$ cat config.mk
export PLATFORM = sky130hd
export DESIGN_NAME = cohMsgQueue
export DESIGN_NICKNAME = d
export VERILOG_FILES = /design/src/rtl/cohqPkg.sv /design/src/rtl/cohqFifoMem.sv /design/src/rtl/cohqCtrl.sv /design/src/rtl/cohqData.sv /design/src/rtl/cohMsgQueue.sv
export SDC_FILE = /design/constraint.sdc
export NUM_CORES = 1
export LEC_CHECK = 0
export CAP_MARGIN = 20
export CORE_MARGIN = 4
export CORE_UTILIZATION = 50
export CTS_CLUSTER_SIZE = 40
export DETAILED_ROUTE_END_ITERATION = 8
export PLACE_DENSITY = 0.82
export SYNTH_ARGS = -nofsm -noshare
export SYNTH_HDL_FRONTEND = slang
export SYNTH_SLANG_ARGS = --single-unit
$ cat constraint.sdc
create_clock -name clk -period 7.05 [get_ports clk]
set_input_delay 1.41 -clock clk [delete_from_list [all_inputs] [get_ports clk]]
set_output_delay 1.41 -clock clk [all_outputs]
set_load 0.03 [all_outputs]
$ cat src/rtl/cohqPkg.sv
package cohqPkg;

  // Strobes from control to datapath, one cycle each
  typedef struct packed {
    logic reqPush;
    logic reqPop;
    logic rspPush;
    logic rspPop;
    logic selRsp;
  } cohqStrobe_t;

  // Class index used by the per-class generate loop
  localparam int unsigned CLS_REQ = 0;
  localparam int unsigned CLS_RSP = 1;
  localparam int unsigned NUM_CLS = 2;

endpackage

$ cat src/rtl/cohqFifoMem.sv
module cohqFifoMem #(
  parameter int unsigned WIDTH = 8,
  parameter int unsigned DEPTH = 4
) (
  input  logic             clk,
  input  logic             rstN,
  input  logic             push,
  input  logic             pop,
  input  logic [WIDTH-1:0] wrData,
  output logic [WIDTH-1:0] rdData
);
  localparam int unsigned PW = (DEPTH > 1) ? $clog2(DEPTH) : 1;
  localparam logic [PW-1:0] LAST = PW'(DEPTH - 1);

  logic [WIDTH-1:0] mem [DEPTH];
  logic [PW-1:0] wrPtr;
  logic [PW-1:0] rdPtr;

  function automatic logic [PW-1:0] nextPtr(input logic [PW-1:0] p);
    return (p == LAST) ? '0 : p + PW'(1);
  endfunction

  always_ff @(posedge clk or negedge rstN) begin
    if (!rstN) begin
      wrPtr <= '0;
      rdPtr <= '0;
    end else begin
      if (push) wrPtr <= nextPtr(wrPtr);
      if (pop)  rdPtr <= nextPtr(rdPtr);
    end
  end

  always_ff @(posedge clk) begin
    if (push) mem[wrPtr] <= wrData;
  end

  assign rdData = mem[rdPtr];

endmodule

$ cat src/rtl/cohqCtrl.sv
module cohqCtrl
  import cohqPkg::*;
#(
  parameter int unsigned DEPTH = 4
) (
  input  logic        clk,
  input  logic        rstN,
  input  logic        reqValid,
  input  logic        rspValid,
  input  logic        deq,
  output logic        reqReady,
  output logic        rspReady,
  output logic        hasReq,
  output logic        hasResp,
  output cohqStrobe_t strobe
);
  localparam int unsigned CW = $clog2(DEPTH + 1);
  localparam logic [CW-1:0] FULL_CNT = CW'(DEPTH);

  logic [NUM_CLS-1:0] want;
  logic [NUM_CLS-1:0] nonEmpty;
  logic [NUM_CLS-1:0] full;
  logic [NUM_CLS-1:0] pop;
  logic [NUM_CLS-1:0] ready;
  logic [NUM_CLS-1:0] push;

  assign want[CLS_REQ] = reqValid;
  assign want[CLS_RSP] = rspValid;

  // Responses always win the single head port
  always_comb begin
    pop[CLS_RSP] = deq && nonEmpty[CLS_RSP];
    pop[CLS_REQ] = deq && nonEmpty[CLS_REQ] && !nonEmpty[CLS_RSP];
  end

  for (genvar c = 0; c < NUM_CLS; c++) begin : g_cls
    logic [CW-1:0] cnt;

    assign nonEmpty[c] = (cnt != '0);
    assign full[c]     = (cnt == FULL_CNT);
    assign ready[c]    = !full[c] || pop[c];
    assign push[c]     = want[c] && ready[c];

    always_ff @(posedge clk or negedge rstN) begin
      if (!rstN) begin
        cnt <= '0;
      end else begin
        case ({push[c], pop[c]})
          2'b10:   cnt <= cnt + CW'(1);
          2'b01:   cnt <= cnt - CW'(1);
          default: cnt <= cnt;
        endcase
      end
    end
  end

  assign reqReady = ready[CLS_REQ];
  assign rspReady = ready[CLS_RSP];
  assign hasReq   = nonEmpty[CLS_REQ];
  assign hasResp  = nonEmpty[CLS_RSP];

  always_comb begin
    strobe.reqPush = push[CLS_REQ];
    strobe.reqPop  = pop[CLS_REQ];
    strobe.rspPush = push[CLS_RSP];
    strobe.rspPop  = pop[CLS_RSP];
    strobe.selRsp  = nonEmpty[CLS_RSP];
  end

endmodule

$ cat src/rtl/cohqData.sv
module cohqData
  import cohqPkg::*;
#(
  parameter int unsigned CORE_W = 2,
  parameter int unsigned ADDR_W = 32,
  parameter int unsigned LINE_W = 64,
  parameter int unsigned DEPTH  = 4
) (
  input  logic              clk,
  input  logic              rstN,
  input  cohqStrobe_t       strobe,
  input  logic [CORE_W-1:0] reqCore,
  input  logic [ADDR_W-1:0] reqAddr,
  input  logic [1:0]        reqState,
  input  logic [CORE_W-1:0] rspCore,
  input  logic [ADDR_W-1:0] rspAddr,
  input  logic [1:0]        rspState,
  input  logic              rspHasData,
  input  logic [LINE_W-1:0] rspData,
  output logic [CORE_W-1:0] headCore,
  output logic [ADDR_W-1:0] headAddr,
  output logic [1:0]        headState,
  output logic              headHasData,
  output logic [LINE_W-1:0] headData
);
  localparam int unsigned HDR_W = CORE_W + ADDR_W + 2;
  localparam int unsigned RSP_W = HDR_W + 1 + LINE_W;

  logic [HDR_W-1:0] reqIn;
  logic [HDR_W-1:0] reqOut;
  logic [RSP_W-1:0] rspIn;
  logic [RSP_W-1:0] rspOut;

  assign reqIn = {reqCore, reqAddr, reqState};
  assign rspIn = {rspCore, rspAddr, rspState, rspHasData, rspData};

  cohqFifoMem #(.WIDTH(HDR_W), .DEPTH(DEPTH)) u_reqMem (
    .clk    (clk),
    .rstN   (rstN),
    .push   (strobe.reqPush),
    .pop    (strobe.reqPop),
    .wrData (reqIn),
    .rdData (reqOut)
  );

  cohqFifoMem #(.WIDTH(RSP_W), .DEPTH(DEPTH)) u_rspMem (
    .clk    (clk),
    .rstN   (rstN),
    .push   (strobe.rspPush),
    .pop    (strobe.rspPop),
    .wrData (rspIn),
    .rdData (rspOut)
  );

  // Head selection: requests carry no payload
  always_comb begin
    if (strobe.selRsp) begin
      {headCore, headAddr, headState, headHasData, headData} = rspOut;
    end else begin
      {headCore, headAddr, headState} = reqOut;
      headHasData = 1'b0;
      headData    = '0;
    end
  end

endmodule

$ cat src/rtl/cohMsgQueue.sv
module cohMsgQueue
  import cohqPkg::*;
#(
  parameter int unsigned CORE_W = 2,
  parameter int unsigned ADDR_W = 32,
  parameter int unsigned LINE_W = 64,
  parameter int unsigned DEPTH  = 4
) (
  input  logic              clk,
  input  logic              rstN,
  input  logic              reqValid,
  output logic              reqReady,
  input  logic [CORE_W-1:0] reqCore,
  input  logic [ADDR_W-1:0] reqAddr,
  input  logic [1:0]        reqState,
  input  logic              rspValid,
  output logic              rspReady,
  input  logic [CORE_W-1:0] rspCore,
  input  logic [ADDR_W-1:0] rspAddr,
  input  logic [1:0]        rspState,
  input  logic              rspHasData,
  input  logic [LINE_W-1:0] rspData,
  output logic              headValid,
  output logic              headIsResp,
  output logic [CORE_W-1:0] headCore,
  output logic [ADDR_W-1:0] headAddr,
  output logic [1:0]        headState,
  output logic              headHasData,
  output logic [LINE_W-1:0] headData,
  input  logic              deq,
  output logic              hasReq,
  output logic              hasResp
);
  cohqStrobe_t strobe;

  cohqCtrl #(.DEPTH(DEPTH)) u_ctrl (
    .clk      (clk),
    .rstN     (rstN),
    .reqValid (reqValid),
    .rspValid (rspValid),
    .deq      (deq),
    .reqReady (reqReady),
    .rspReady (rspReady),
    .hasReq   (hasReq),
    .hasResp  (hasResp),
    .strobe   (strobe)
  );

  cohqData #(
    .CORE_W (CORE_W),
    .ADDR_W (ADDR_W),
    .LINE_W (LINE_W),
    .DEPTH  (DEPTH)
  ) u_data (
    .clk         (clk),
    .rstN        (rstN),
    .strobe      (strobe),
    .reqCore     (reqCore),
    .reqAddr     (reqAddr),
    .reqState    (reqState),
    .rspCore     (rspCore),
    .rspAddr     (rspAddr),
    .rspState    (rspState),
    .rspHasData  (rspHasData),
    .rspData     (rspData),
    .headCore    (headCore),
    .headAddr    (headAddr),
    .headState   (headState),
    .headHasData (headHasData),
    .headData    (headData)
  );

  assign headValid  = hasReq || hasResp;
  assign headIsResp = strobe.selRsp;

endmodule

==> impl_metrics.tcl, run 1 <==
set metrics [dict create \
    status "complete, no violations" \
    start_util_pct 50.9 \
    grt_pass1_wl_um 68700 \
    cts_tree "built" \
    antenna_left 0 \
    dieArea_um2 46500 \
    cp_num_cells 5 \
    firstDrtPassIters 5 \
    critical_path.top_delay_family "buffers and inverters" \
    die_h_um 216 \
    ys_seq_area_share_pct 78.0 \
    drt_iter0_drc 881 \
    fp.dieW_um 216 \
    slew_viol_final 0 \
    final_common_cell "edfxtp_1" \
    antenna_found_initial 10 \
    netlist_instances 1001 \
    busiest_layer "met2" \
    fin_crit_sh_pct 76.7 \
    clock.fmax_mhz 185 \
    hold_viol_final 0 \
    mostFrequentLayoutCells "edfxtp_1 (548), clkdlybuf4s50_1 (248), mux4_2 (137)" \
    fin_skew_ns 0.0171 \
    io_pins 249 \
    final_core_util_pct 62.4 \
    vdd_drop_max_uv 328 \
    fin_nets 1429 \
    cp_slowest_cell "clkinv_2" \
    synth_nets 1156 \
    cts_buffer_depth 3 \
    arrival_ns 4.00 \
    clkSinkCount 562 \
    use_met1_pct 25.8 \
    criticalPathCategory "reg2out" \
    clock_latency_ns 0.60 \
    cts_setup_buffers 0 \
    num_vias 10400 \
    wl_per_cell_um 23.4 \
    worst_slew_margin_rel_pct 28.0 \
    use_met2_pct 31.5 \
    combPwrFrac_pct 37.8 \
    r2r-start "u_ctrl.g_cls[1].cnt[0]" \
    instances_no_fill 1897 \
    yosysWarningCount 0 \
    root_buffer "clkbuf_16" \
    avgSynthCellArea_um2 21.5 \
    hold_start "u_data.u_reqMem.wrPtr[1]" \
    worst-path-buf-inv 3 \
    drt-vias-per-instance 5.50 \
    hold_buffers 0 \
    grt_start_max_net_pins 64 \
    pwr-share-clk_pct 22.5 \
    htree_levels 2 \
    grt-ovfl-total 0 \
    numPortBuffers 248 \
    powerDensity_nw_per_um2 454 \
    endpoint_kind "primary output" \
    rsz0062_at_grt "false" \
    crit_path_cell_trace "nor3_2 -> clkinv_2 -> buf_4 -> and2_1 -> clkdlybuf4s50_1" \
    startpoint "u_ctrl.g_cls[1].cnt[0]" \
    cts-buffers-inserted 55 \
    synth_cell_types 38 \
    drt-total-wl_um 44500 \
    min_period_ns 5.41 \
    setup_ws_ns 1.64 \
    switching_share_pct 33.8 \
    startpoint_type "flop" \
    grt_use_total_pct 19.4 \
    worst_r2r_path_depth 10 \
    finalSetupTns_ns 0 \
    setup_viol 0 \
    switchingPower_w 0.00404 \
    hold_path.class "reg2reg" \
    hold_depth 1 \
    pre_cts_ws_ns 2.18 \
    cp_slowest_stage_delay_ns 0.89 \
    clkTransAtPathRegs_ns 0.06 \
    cellLeakagePower_nw 8.67 \
    synth_area_um2 21600 \
    drive_above_1_share_pct 18.6 \
    crit_required_ns 5.64 \
    crit_fanout 44 \
    placed_cells_incl_taps 1792 \
    dp_hpwl_um 26800 \
    syn2layout_area_growth_pct 22.5 \
    core-area_um2 42300 \
    maxCapViolCount 0 \
    use_met3_pct 5.68 \
    gp_congestion 0.743 \
    pwr-share-seq_pct 39.8 \
    grt_pass1_vias 11500 \
    row_count 75 \
    max_slew.worst_pin.slew_ns 1.08 \
    cts_resized 0 \
    intPower_w 0.00793 \
    ys_ff_latch 562 \
    drc_errors 0 \
]
[metrics by stage]
stage               hold WS (ns)  power, W  instance area, um2
finish                     0.549    0.0120               26400
global route               0.574    0.0126               26400
CTS                        0.557    0.0121               26300
detailed placement         0.544   0.00939               24700
global placement           0.535   0.00929               24700
floorplan                  0.505   0.00765               21600
[logic make-up after synthesis]
group,count (synthesis),synth area share (%)
xor gates and xnor gates,5,0.203
and+or+nand+nor,203,4.63
adders and majority gates,13,0.824
muxes,144,14.7
AOI/OAI and AO/OA,11,0.366
buffers and inverters,63,1.31
DFF,562,78.0
[area by class of cell]
type	instances	area, um2
sequential	562	16800
antenna	5	12.5
fill	2845	15900
timing repair buffer	266	2650
inverter	13	50.0
multi-input combinational	376	4490
clock buffer	68	1430
clock inverter	30	221
tap	577	722
[worst paths after layout]
check / endpoint / slack, ns
worst max-delay path: headData[61] / 1.64
worst min-delay path: u_data.u_reqMem.wrPtr[1] / 0.55
max in group asynchronous: u_data.u_rspMem.rdPtr[0] / 5.32
worst max register to register: u_ctrl.g_cls[1].cnt[2] / 3.50
worst min register to register: u_data.u_reqMem.wrPtr[1] / 0.55
min in group asynchronous: u_ctrl.g_cls[0].cnt[1] / 1.23
[sequential cells by signal, indices dropped and copies added, names as in the netlist]
signal / flops
u_ctrl.g_cls.cnt: 6
u_data.u_rspMem.rdPtr: 2
u_data.u_rspMem.wrPtr: 2
u_data.u_reqMem.mem: 144
u_data.u_rspMem.mem: 404
u_data.u_reqMem.wrPtr: 2
u_data.u_reqMem.rdPtr: 2
[power by group through the flow]
| stage | Clock, W | Combinational (W) | Sequential [W] |
|---|---|---|---|
| floorplan | 0 | 0.00304 | 0.00462 |
| global placement | 0 | 0.00450 | 0.00479 |
| detailed placement | 0 | 0.00455 | 0.00485 |
| CTS | 0.00274 | 0.00459 | 0.00478 |
| global route | 0.00291 | 0.00481 | 0.00483 |
| finish | 0.00269 | 0.00452 | 0.00476 |
[routing by layer]
metal,up-vias,part of all wire (%)
met1,5390,41
met5,-,0.18
met2,368,49
met3,78,7.5
li1,4590,-
met4,14,2.4
[cells in the mapped netlist, drive strengths merged]
library cell  count  area share [%]
buf              29            0.72
inv              13            0.23
or4b              2           0.093
a311o             1           0.046
mux4            137              14
nor2b             1           0.029
dfrtp            14             1.6
o221ai            1           0.041
nand3b            1           0.035
nand3             1           0.046
nor2              5           0.087
or3               1           0.029
ha               11            0.64
and3              8            0.23
nand2           112             2.0
mux2              6            0.31
and2             66             1.9
a2bb2oi           1           0.041
a21oi             1           0.023
o22ai             1           0.029
o21ai             2           0.046
a32oi             1           0.041
mux2i             1           0.046
xnor2             2           0.081
fa                2            0.19
clkbuf           21            0.37
nor4b             2            0.11
edfxtp          548              76
nor3              4           0.093
xor2              3            0.12
a21o              2           0.070
a31oi             1           0.029
Note: power is estimated with default switching activity, not from simulation.
==> inputs of run 2 (changes only) <==
--- a/config.mk
+++ b/config.mk
@@ -10,7 +10,7 @@
 export CORE_UTILIZATION = 50
 export CTS_CLUSTER_SIZE = 40
 export DETAILED_ROUTE_END_ITERATION = 8
-export PLACE_DENSITY = 0.82
+export PLACE_DENSITY = 0.85
 export SYNTH_ARGS = -nofsm -noshare
 export SYNTH_HDL_FRONTEND = slang
 export SYNTH_SLANG_ARGS = --single-unit
==> constraint.sdc (replaced) <==
create_clock -name clk -period 4.5 [get_ports clk]
set_input_delay 0.9 -clock clk [delete_from_list [all_inputs] [get_ports clk]]
set_output_delay 0.9 -clock clk [all_outputs]
set_load 0.03 [all_outputs]
==> impl_metrics.tcl, run 2 (synthesis results as in run 1) <==
set metrics [dict create \
    multi_input_area_um2 4490 \
    min_period_ns 4.07 \
    num_vias 10600 \
    instances_no_fill 1904 \
    hold_viol_final 0 \
    worst_slew_margin_rel_pct 50.7 \
    drive_above_1_share_pct 19.6 \
    finalSetupTns_ns 0 \
    firstDrtPassIters 5 \
    drt_iter0_drc 822 \
    htree_levels 2 \
    cts_buffer_depth 3 \
    top_regs "u_data.u_rspMem.mem x404, u_data.u_reqMem.mem x144, u_ctrl.g_cls.cnt x6" \
    cts_resized 0 \
    row_count 75 \
    clock.fmax_mhz 246 \
    rsz0062_at_grt "false" \
    grt_use_total_pct 19.0 \
    antenna_found_initial 9 \
    cts-buffers-inserted 56 \
    core-area_um2 42300 \
    die_h_um 216 \
    endpoint_kind "primary output" \
    pwr-share-clk_pct 23.4 \
    cellLeakagePower_nw 8.79 \
    start_util_pct 50.9 \
    dieArea_um2 46500 \
    drt-total-wl_um 44000 \
    combPwrFrac_pct 37.9 \
    antenna_left 0 \
    fill_cells 2777 \
    largest_register_ffs 404 \
    status "complete, no violations" \
    pre_cts_ws_ns 0.716 \
    ff2ff_setup_slack_ns 1.90 \
    numPortBuffers 248 \
    arrival_ns 3.17 \
    slew_viol_final 0 \
    powerDensity_nw_per_um2 717 \
    max_slew.worst_pin.slew_ns 0.736 \
    crit_required_ns 3.60 \
    clock_latency_ns 0.58 \
    wl_per_cell_um 23.1 \
    grt_start_max_net_pins 102 \
    grt-ovfl-total 0 \
    fin_skew_ns 0.0187 \
    switching_share_pct 33.3 \
    placed_cells_incl_taps 1796 \
    cts_setup_buffers 0 \
    crit_fanout 33 \
    io_pins 249 \
    grt_pass1_wl_um 67900 \
    clkTransAtPathRegs_ns 0.06 \
    regArea_um2 16800 \
    final_common_cell "edfxtp_1" \
    syn2layout_area_growth_pct 23.6 \
    setup_viol 0 \
    switchingPower_w 0.00636 \
    fin_crit_sh_pct 90.5 \
    criticalPathCategory "reg2out" \
    fin_nets 1432 \
    drc_errors 0 \
    maxCapViolCount 0 \
    fp.dieW_um 216 \
    largest-register "u_data.u_rspMem.mem" \
    intPower_w 0.0127 \
    grt_pass1_vias 11200 \
    drt-vias-per-instance 5.54 \
    startpoint_type "flop" \
    mostFrequentLayoutCells "edfxtp_1 (548), clkdlybuf4s50_1 (248), mux4_2 (137)" \
    hold_path.class "reg2reg" \
    clkSinkCount 562 \
    root_buffer "clkbuf_16" \
    gp_congestion 0.739 \
    pwr-share-seq_pct 38.7 \
    hold_buffers 0 \
    vdd_drop_max_uv 586 \
    dp_hpwl_um 26300 \
    setup_ws_ns 0.429 \
    cts_tree "built" \
]
## run 2: changes by cell type in the layout (fill, tap and decap cells not counted), sizes merged
cell,change
buf,+2
bufinv,+2
clkbuf,+3
clkinv,+3
diode,-1
inv,-2
## run 2: power by group through the flow
stage | registers (W) | logic (W) | clock network, W
finish | 0.00739 | 0.00723 | 0.00447
global route | 0.00750 | 0.00767 | 0.00482
CTS | 0.00741 | 0.00737 | 0.00457
detailed placement | 0.00751 | 0.00730 | 0
global placement | 0.00742 | 0.00723 | 0
floorplan | 0.00723 | 0.00476 | 0
## run 2: worst paths after layout
| kind | start | end | cells after the start |
|---|---|---|---|
| min | u_data.u_reqMem.wrPtr[1] | u_data.u_reqMem.wrPtr[1] | 1 |
| min in group asynchronous | rstN | u_ctrl.g_cls[0].cnt[1] | 1 |
| min reg2reg | u_data.u_reqMem.wrPtr[1] | u_data.u_reqMem.wrPtr[1] | 1 |
| max | u_data.u_rspMem.rdPtr[0] | headAddr[14] | 5 |
| max in group asynchronous | rstN | u_data.u_rspMem.rdPtr[0] | 1 |
| max reg2reg | u_ctrl.g_cls[1].cnt[0] | u_ctrl.g_cls[0].cnt[2] | 7 |
## run 2: metrics by stage
stage                     instance area (um2)  hold slack, ns  total power [W]  utilization (%)
after CTS                               26600           0.569           0.0193             62.9
after floorplan                         21600           0.505           0.0120                -
after global placement                  24800           0.525           0.0146             58.7
after global routing                    26600           0.602           0.0200             62.9
after detailed placement                24800           0.551           0.0148             58.7
final                                   26600           0.572           0.0191             62.9
## run 2: worst max-delay path, stage by stage (launching register included)
cell,delay [ns]
dfrtp_4,0.90
buf_12,0.32
mux4_2,0.55
nand2_1,0.12
nand2_1,0.07
clkdlybuf4s50_1,0.61
## run 2: area by class of cell
class / count / area share [%]
diodes: 4 / 0.0376
clock buffers: 71 / 5.63
clock inverters: 33 / 1.05
inverters: 13 / 0.188
multi-input cells: 376 / 16.9
flip-flops and latches: 562 / 63.2
well taps: 577 / 2.71
repair buffers: 268 / 10.4
## run 2: per-layer routing
layer	part of all wire [%]	GRT usage [%]	vias to the layer above
met5	0.13	0	-
met4	2.3	5.65	10
met3	7.3	5.08	74
met2	50	30.5	359
met1	40	26.0	5513
li1	-	-	4601
==> inputs of run 3 (changes only) <==
--- a/config.mk
+++ b/config.mk
@@ -8,6 +8,8 @@
 export CAP_MARGIN = 20
 export CORE_MARGIN = 4
 export CORE_UTILIZATION = 50
+export CTS_BUF_LIST = sky130_fd_sc_hd__clkbuf_4 sky130_fd_sc_hd__clkbuf_8 sky130_fd_sc_hd__clkbuf_16
+export CTS_CLUSTER_DIAMETER = 100
 export CTS_CLUSTER_SIZE = 40
 export DETAILED_ROUTE_END_ITERATION = 8
 export PLACE_DENSITY = 0.85
==> impl_metrics.tcl, run 3 (synthesis results as in run 1) <==
set metrics [dict create \
    vdd_drop_max_uv 417 \
    clock_latency_ns 0.56 \
    clkTransAtPathRegs_ns 0.14 \
    fill_cells 2920 \
    hold_path.class "reg2reg" \
    dp_hpwl_um 26300 \
    use_met3_pct 4.04 \
    grt_pass1_vias 10800 \
    fin_crit_sh_pct 90.5 \
    cts_buffer_depth 3 \
    antenna_found_initial 7 \
    rsz0062_at_grt "false" \
    pre_cts_ws_ns 0.716 \
    io_pins 249 \
    fp.dieW_um 216 \
    finalSetupTns_ns 0 \
    maxCapViolCount 0 \
    multi_input_area_um2 4490 \
    busiest_layer "met2" \
    finalPower_w 0.0169 \
    drive_above_1_share_pct 16.4 \
    num_vias 10200 \
    cp_num_cells 4 \
    r2r-start "u_ctrl.g_cls[1].cnt[0]" \
    regArea_um2 16800 \
    largest-register "u_data.u_rspMem.mem" \
    core-area_um2 42300 \
    regToRegEndpoint "u_ctrl.g_cls[0].cnt[2]" \
    worst_r2r_path_depth 7 \
    syn2layout_area_growth_pct 17.9 \
    cts_resized 0 \
    use_met1_pct 24.6 \
    drt_iter0_drc 837 \
    min_period_ns 4.07 \
    dieArea_um2 46500 \
    grt_pass1_wl_um 65100 \
    clkSinkCount 562 \
    wl_per_cell_um 23.2 \
    root_buffer "clkbuf_16" \
    die_h_um 216 \
    max_slew.worst_pin.slew_ns 0.734 \
    gp_congestion 0.739 \
    crit_path_cell_trace "buf_12 -> mux4_2 -> and2_1 -> clkdlybuf4s50_1" \
    criticalPathCategory "reg2out" \
    cp_slowest_cell "dfrtp_4" \
    use_met2_pct 30.8 \
    slew_viol_final 0 \
    setup_ws_ns 0.428 \
    hold_viol_final 0 \
    grt_start_max_net_pins 102 \
    fin_nets 1394 \
    htree_levels 1 \
    ff2ff_setup_slack_ns 1.88 \
    placed_cells_incl_taps 1796 \
    startpoint "u_data.u_rspMem.rdPtr[0]" \
    cts_tree "built" \
    crit_required_ns 3.60 \
    top_regs "u_data.u_rspMem.mem x404, u_data.u_reqMem.mem x144, u_ctrl.g_cls.cnt x6" \
    clock.fmax_mhz 246 \
    fin_skew_ns 0.0197 \
    cellLeakagePower_nw 8.19 \
    grt-ovfl-total 0 \
    drt-total-wl_um 42300 \
    start_util_pct 50.9 \
    crit_fanout 33 \
    critical_path.top_delay_family "flip-flops" \
    instances_no_fill 1824 \
    grt_use_total_pct 18.0 \
    mostFrequentLayoutCells "edfxtp_1 (548), clkdlybuf4s50_1 (248), mux4_2 (137)" \
    final_common_cell "edfxtp_1" \
    status "complete, no violations" \
    hold_buffers 0 \
    row_count 75 \
    cts_setup_buffers 0 \
    endpoint "headData[34]" \
    firstDrtPassIters 5 \
    worst-path-buf-inv 2 \
    endpoint_kind "primary output" \
    powerDensity_nw_per_um2 663 \
    arrival_ns 3.17 \
    cp_slowest_stage_delay_ns 0.93 \
    drt-vias-per-instance 5.62 \
    cts-buffers-inserted 18 \
    worst_slew_margin_rel_pct 50.9 \
    setup_viol 0 \
    numPortBuffers 248 \
    drc_errors 0 \
    largest_register_ffs 404 \
    startpoint_type "flop" \
    antenna_left 0 \
]
run 3: cell types whose count changed in the layout (fill, tap and decap cells not counted), sizes merged:
cell,delta
diode,-2
bufinv,-4
clkinv,-24
clkbuf,-47
inv,-1
clkinvlp,-2
run 3: cell type report:
| type | instances | share of cell area, % |
|---|---|---|
| flip-flops and latches | 562 | 66.2 |
| multi-input cells | 376 | 17.7 |
| inverters | 13 | 0.197 |
| diodes | 2 | 0.0197 |
| repair buffers | 268 | 10.9 |
| clock inverters | 2 | 0.197 |
| well taps | 577 | 2.84 |
| clock buffers | 24 | 2.02 |
run 3: per-stage QoR:
step	hold slack (ns)	util, %	instance area [um2]
CTS	0.579	60.0	25400
floorplan	0.505	-	21600
detailed placement	0.551	58.7	24800
global route	0.605	60.0	25400
finish	0.583	60.0	25400
global placement	0.525	58.7	24800
run 3: how the worst min path moves through the flow:
stage                                         from                       end  cells after the start
after floorplan             u_ctrl.g_cls[1].cnt[2]    u_ctrl.g_cls[1].cnt[2]                      1
after global placement    u_data.u_reqMem.wrPtr[1]  u_data.u_reqMem.wrPtr[1]                      1
after detailed placement  u_data.u_reqMem.wrPtr[1]  u_data.u_reqMem.wrPtr[1]                      1
after CTS                   u_ctrl.g_cls[0].cnt[2]    u_ctrl.g_cls[0].cnt[2]                      1
after global routing      u_data.u_reqMem.wrPtr[1]  u_data.u_reqMem.wrPtr[1]                      1
final                     u_data.u_reqMem.wrPtr[1]  u_data.u_reqMem.wrPtr[1]                      1
run 3: power by group:
part           total (W)  switching [W]  internal, W
Clock            0.00228        0.00144     0.000843
Combinational    0.00721        0.00397      0.00324
Sequential       0.00736       0.000489      0.00687
Total             0.0169        0.00589       0.0110
run 3: worst reg2reg max path, stage by stage (launching register included):
cell	delay [ns]
dfrtp_1	0.49
or4b_1	0.68
or3_1	0.38
fa_1	0.42
nor2b_1	0.20
nand2_1	0.07
a32oi_1	0.19
o21ai_1	0.08
run 3: metal layers:
layer / wire length [um] / part of all wire, % / vias up
met3: 2840 / 6.7 / 49
met4: 608 / 1.4 / 10
met2: 21600 / 51 / 310
met1: 17200 / 41 / 5415
li1: - / - / 4462
met5: 57 / 0.13 / -
